## config.mk

```make
export PLATFORM = sky130hd
export DESIGN_NAME = osc_phase_digitizer
export DESIGN_NICKNAME = d
export VERILOG_FILES = /design/src/rtl/odig_pkg.sv /design/src/rtl/odig_sync.sv /design/src/rtl/odig_edge.sv /design/src/rtl/odig_phase_acc.sv /design/src/rtl/osc_phase_digitizer.sv
export SDC_FILE = /design/constraint.sdc
export NUM_CORES = 1
export LEC_CHECK = 0
export BUFFER_PORTS_ARGS = -buffer_cell sky130_fd_sc_hd__buf_4
export CAP_MARGIN = 20
export CELL_PAD_IN_SITES_DETAIL_PLACEMENT = 1
export CELL_PAD_IN_SITES_GLOBAL_PLACEMENT = 2
export CORE_ASPECT_RATIO = 2
export CORE_MARGIN = 5
export CORE_UTILIZATION = 30
export DETAILED_ROUTE_END_ITERATION = 10
export PLACE_DENSITY_LB_ADDON = 0.1
export SYNTH_ARGS = -nofsm -noshare
export SYNTH_HDL_FRONTEND = slang
export SYNTH_SLANG_ARGS = --single-unit
```

## constraint.sdc

```tcl
create_clock -name clk -period 5.6 [get_ports clk]
set_input_delay 1.68 -clock clk [delete_from_list [all_inputs] [get_ports clk]]
set_output_delay 1.68 -clock clk [all_outputs]
set_load 0.01 [all_outputs]
```

## src/rtl/odig_pkg.sv

```systemverilog
package odig_pkg;

    typedef enum logic [1:0] {
        ST_CLEAR = 2'd0,
        ST_FILL  = 2'd1,
        ST_RUN   = 2'd2
    } fill_state_t;

    typedef enum logic {
        MODE_DIRECT  = 1'b0,
        MODE_RUNNING = 1'b1
    } quant_mode_t;

    // number of set bits in a vector of up to 64 bits
    function automatic int unsigned ones_in(input logic [63:0] vec, input int unsigned len);
        int unsigned total;
        total = 0;
        for (int unsigned i = 0; i < 64; i++) begin
            if (i < len && vec[i]) total++;
        end
        return total;
    endfunction

endpackage

```

## src/rtl/odig_sync.sv

```systemverilog
module odig_sync #(
    parameter int NUM_PH = 5
) (
    input  logic              clk,
    input  logic              rst_n,
    input  logic [NUM_PH-1:0] taps_async,
    output logic [NUM_PH-1:0] taps_sync
);

    // identical two-stage synchronizer on every tap keeps latency uniform
    for (genvar g = 0; g < NUM_PH; g++) begin : g_tap
        logic meta_q;
        logic stable_q;
        always_ff @(posedge clk or negedge rst_n) begin
            if (!rst_n) begin
                meta_q   <= 1'b0;
                stable_q <= 1'b0;
            end else begin
                meta_q   <= taps_async[g];
                stable_q <= meta_q;
            end
        end
        assign taps_sync[g] = stable_q;
    end

endmodule

```

## src/rtl/odig_edge.sv

```systemverilog
module odig_edge #(
    parameter int NUM_PH = 5,
    parameter int CODE_W = 3
) (
    input  logic              clk,
    input  logic              rst_n,
    input  logic [NUM_PH-1:0] taps_sync,
    output logic [CODE_W-1:0] edge_sum,
    output logic [CODE_W-1:0] direct_code
);
    import odig_pkg::*;

    logic [NUM_PH-1:0] taps_prev_q;
    logic [NUM_PH-1:0] toggled;
    logic [63:0]       toggled_wide;

    always_ff @(posedge clk or negedge rst_n) begin
        if (!rst_n) taps_prev_q <= '0;
        else        taps_prev_q <= taps_sync;
    end

    assign toggled      = taps_sync ^ taps_prev_q;
    assign toggled_wide = 64'(toggled);
    assign edge_sum     = CODE_W'(ones_in(toggled_wide, NUM_PH));

    always_ff @(posedge clk or negedge rst_n) begin
        if (!rst_n) direct_code <= '0;
        else        direct_code <= edge_sum;
    end

endmodule

```

## src/rtl/odig_phase_acc.sv

```systemverilog
module odig_phase_acc #(
    parameter int CODE_W = 3,
    parameter int ACC_W  = 4
) (
    input  logic              clk,
    input  logic              rst_n,
    input  logic [CODE_W-1:0] edge_sum,
    output logic [CODE_W-1:0] running_code
);

    logic [ACC_W-1:0] phase_acc_q;
    logic [ACC_W-1:0] phase_acc_d1_q;
    logic [ACC_W-1:0] phase_step;

    // free-running cumulative phase, wraps modulo 2^ACC_W
    always_ff @(posedge clk or negedge rst_n) begin
        if (!rst_n) begin
            phase_acc_q    <= '0;
            phase_acc_d1_q <= '0;
        end else begin
            phase_acc_q    <= phase_acc_q + ACC_W'(edge_sum);
            phase_acc_d1_q <= phase_acc_q;
        end
    end

    // first difference in the same modulus
    assign phase_step = phase_acc_q - phase_acc_d1_q;

    always_ff @(posedge clk or negedge rst_n) begin
        if (!rst_n) running_code <= '0;
        else        running_code <= phase_step[CODE_W-1:0];
    end

endmodule

```

## src/rtl/osc_phase_digitizer.sv

```systemverilog
module osc_phase_digitizer #(
    parameter int NUM_PH = 5,
    parameter int ACC_W  = 4,
    localparam int CODE_W = $clog2(NUM_PH + 1)
) (
    input  logic              clk,
    input  logic              rst_n,
    input  logic [NUM_PH-1:0] phase_in,
    input  logic              mode_sel,
    output logic [CODE_W-1:0] code_out,
    output logic              code_valid
);
    import odig_pkg::*;

    localparam int FILL_EDGES = 5;
    localparam int FILL_W     = $clog2(FILL_EDGES + 1);

    logic [NUM_PH-1:0] taps_sync;
    logic [CODE_W-1:0] edge_sum;
    logic [CODE_W-1:0] direct_code;
    logic [CODE_W-1:0] running_code;
    fill_state_t       state_q, state_nx;
    logic [FILL_W-1:0] fill_cnt_q;
    quant_mode_t       mode_q;

    odig_sync #(.NUM_PH(NUM_PH)) i_sync (
        .clk        (clk),
        .rst_n      (rst_n),
        .taps_async (phase_in),
        .taps_sync  (taps_sync)
    );

    odig_edge #(.NUM_PH(NUM_PH), .CODE_W(CODE_W)) i_edge (
        .clk         (clk),
        .rst_n       (rst_n),
        .taps_sync   (taps_sync),
        .edge_sum    (edge_sum),
        .direct_code (direct_code)
    );

    odig_phase_acc #(.CODE_W(CODE_W), .ACC_W(ACC_W)) i_acc (
        .clk          (clk),
        .rst_n        (rst_n),
        .edge_sum     (edge_sum),
        .running_code (running_code)
    );

    // state register
    always_ff @(posedge clk or negedge rst_n) begin
        if (!rst_n) state_q <= ST_CLEAR;
        else        state_q <= state_nx;
    end

    // fill counter and registered mode
    always_ff @(posedge clk or negedge rst_n) begin
        if (!rst_n) begin
            fill_cnt_q <= '0;
            mode_q     <= MODE_DIRECT;
        end else begin
            mode_q <= quant_mode_t'(mode_sel);
            if (state_q == ST_CLEAR)     fill_cnt_q <= FILL_W'(1);
            else if (state_q == ST_FILL) fill_cnt_q <= fill_cnt_q + FILL_W'(1);
        end
    end

    // next state
    always_comb begin
        state_nx = state_q;
        unique case (state_q)
            ST_CLEAR: state_nx = ST_FILL;
            ST_FILL:  if (fill_cnt_q == FILL_W'(FILL_EDGES - 1)) state_nx = ST_RUN;
            ST_RUN:   state_nx = ST_RUN;
            default:  state_nx = ST_CLEAR;
        endcase
    end

    // outputs
    always_comb begin
        code_valid = 1'b0;
        code_out   = '0;
        unique case (state_q)
            ST_RUN: begin
                code_valid = 1'b1;
                code_out   = (mode_q == MODE_RUNNING) ? running_code : direct_code;
            end
            default: begin
                code_valid = 1'b0;
                code_out   = '0;
            end
        endcase
    end

endmodule

```

==> qor.yml <==
cts_hold_buf: 0
powerDensity_nw_per_um2: 410
startpoint_type: "flop"
hold_class: "flop to flop"
slew_headroom: 0.677
routedWlPerCell_um: 12.7
netlist_area_um2: 1430
fin_crit_ns: 2.94
overflow: 0
grt_pass1_vias: 895
dpl_worst_slack_ns: 2.74
regArea_um2: 826
grt_antenna_before_repair: 0
ff2ff_setup_slack_ns: 2.77
worst_slack_ns: 2.66
status: "finished clean"
required_ns: 3.92
cp.arrival_ns: 1.26
clk_path_buf_depth: 2
dr.pass1.iters: 2
clkTransAtPathRegs_ns: 0.06
grt_start_max_net_pins: 34
fill_cells: 507
max_freq_ghz: 0.340
setup_tns_ns: 0
core_region_area_um2: 4600
rsz0062_at_grt: "false"
num_rows: 35
yosys_warnings: 0
io-pin-count: 12
gp_congestion: 0.772
routed_wl_um: 2230
reg2reg_from: "i_edge.taps_prev_q[0]"
period_share: 0.525
max_cap_violations: 0
cp-end-kind: "output port"
fp.dieW_um: 58.8
viasPerCell: 4.42
setup-violations-final: 0
area_growth_pct: 16.7
clock_skew_ns: 0.00282
worstPathCellList: "inv_1 > ha_1 > nor2b_1 > buf_4"
hpwl_um: 1720
cp_top_family: "flip-flops"
dieHeight_um: 108
cts_tree: "yes"
syn_inst: 102
post_cts_buffers: 0
finalHoldViolCount: 0
drv_slew: 0
p_leak_nw: 0.756
portBuffers: 11
cpPeakStageDelay_ns: 0.39
critPathMaxFanout: 4
clock_sinks: 33
final_cell_mix: "33 x dfrtp_1, 11 x buf_4, 10 x xnor2_1, 10 x ha_1, 9 x inv_1"
critical_path_buf_inv_count: 2
diodes: 0
first_iter_violations: 8
nNetsFinal: 140
synth_area_per_cell_um2: 14.0
grt_pass1_wl_um: 3980
clock_latency_ns: 0.27
hp-start: "i_sync.g_tap[0].meta_q"
drc: 0
final_common_cell: "dfrtp_1"
synth-seq-cells: 33
cts_buffers: 5
dieArea_um2: 6320
drive_gt1_frac: 0.208
synth-seq-area-share: 0.578
grt_usage: 0.0855
cp_slowest_cell: "dfrtp_1"
worst_pin_slew_ns: 0.483
syn_nets: 122
critical_path.startpoint: "state_q[0]"
htree_levels: 2
cts_root_buf: "clkbuf_8"
ant_nets: 0
multi_input_area_um2: 568
start_util: 0.310
synth.distinct_cells: 26
vias: 774
crit_type: "flop to output port"
ir_worst_vdd_mv: 0.219
cts_resized: 0
==> cell families after synthesis <==
kind of cell | after synthesis | synth area share
DFF | 33 | 0.578
xor gates and xnor gates | 16 | 0.124
and+or+nand+nor | 14 | 0.0552
adders and majority gates | 12 | 0.116
AOI/OAI and AO/OA | 11 | 0.0508
buffers and inverters | 9 | 0.0237
muxes | 7 | 0.0517
==> stage by stage <==
step | area, um^2 | utilization | cells | power, mW | hold WS [ns]
after floorplan | 1430 | - | 102 | 0.461 | 0.331
after global placement | 1580 | 0.343 | 168 | 0.516 | 0.333
after detailed placement | 1580 | 0.343 | 168 | 0.523 | 0.336
after CTS | 1670 | 0.362 | 175 | 0.704 | 0.351
after global routing | 1670 | 0.362 | 175 | 0.740 | 0.362
final | 1670 | 0.362 | 175 | 0.683 | 0.350
==> worst register-to-register path, stage by stage (launching register included) <==
cell and delay [ns]:
dfrtp_1 0.39, xor2_2 0.33, ha_1 0.35, o21ai_0 0.18, a31oi_1 0.10, a21o_1 0.19, ha_1 0.28, o21a_1 0.22
fa_1 0.41, xnor2_1 0.18, xnor2_1 0.13
==> per-layer routing <==
metal / GRT usage / vias to the layer above / share of wire
li1: - / 366 / -
met1: 0.0810 / 392 / 0.35
met2: 0.157 / 12 / 0.59
met3: 0.0180 / 4 / 0.030
met4: 0.0535 / 0 / 0.024
met5: 0 / - / 0
==> sequential cells by signal, summed over array words and instances, names as in the netlist <==
| register | cells |
|---|---|
| fill_cnt_q | 3 |
| i_acc.phase_acc_d1_q | 3 |
| i_acc.phase_acc_q | 3 |
| i_acc.running_code | 3 |
| i_edge.direct_code | 3 |
| i_edge.taps_prev_q | 5 |
| i_sync.g_tap.meta_q | 5 |
| i_sync.g_tap.stable_q | 5 |
| mode_q | 1 |
| state_q | 2 |
==> worst paths after layout <==
check	end	cells past startpoint
max in group asynchronous	i_edge.taps_prev_q[2]	1
setup reg to reg	i_acc.phase_acc_q[2]	10
setup / recovery	code_out[2]	4
min in group asynchronous	state_q[1]	1
hold reg to reg	i_sync.g_tap[0].stable_q	0
hold / removal	i_sync.g_tap[0].stable_q	0
==> area by class of cell <==
class | instances | share of cell area
Sequential cell | 33 | 0.496
Inverter | 9 | 0.0203
Tap cell | 55 | 0.0413
Multi-Input combinational cell | 60 | 0.341
Clock buffer | 7 | 0.0518
Timing Repair Buffer | 11 | 0.0496
==> power by group <==
group	switching, mW	internal (mW)	leakage (nW)	total [mW]
clock network	0.0750	0.0973	0.0443	0.172
registers	0.0279	0.292	0.381	0.320
logic	0.0892	0.102	0.330	0.191
==> Yosys cell counts <==
| cell type | n | area, um^2 |
|---|---|---|
| a21o_1 | 1 | 7.51 |
| nor2b_4 | 1 | 13.8 |
| xnor2_2 | 1 | 16.3 |
| dfrtp_1 | 33 | 826 |
| xnor3_2 | 1 | 23.8 |
| xor2_1 | 2 | 17.5 |
| o21ai_0 | 2 | 10.0 |
| fa_1 | 2 | 40.0 |
| mux2_2 | 3 | 33.8 |
| mux2i_1 | 4 | 40.0 |
| a311o_1 | 1 | 10.0 |
| ha_1 | 10 | 125 |
| o221ai_1 | 1 | 8.76 |
| o21a_1 | 1 | 7.51 |
| xnor2_1 | 10 | 87.6 |
| nand2_1 | 2 | 7.51 |
| nand2b_1 | 1 | 6.26 |
| a21boi_0 | 1 | 7.51 |
| inv_1 | 9 | 33.8 |
| nor2_1 | 4 | 15.0 |
| nor2b_1 | 4 | 25.0 |
| a31oi_1 | 1 | 6.26 |
| xor2_2 | 2 | 32.5 |
| a21oi_1 | 3 | 15.0 |
| nor3_1 | 1 | 5.00 |
| nand4_1 | 1 | 6.26 |
Note: power is estimated with default switching activity, not from simulation.
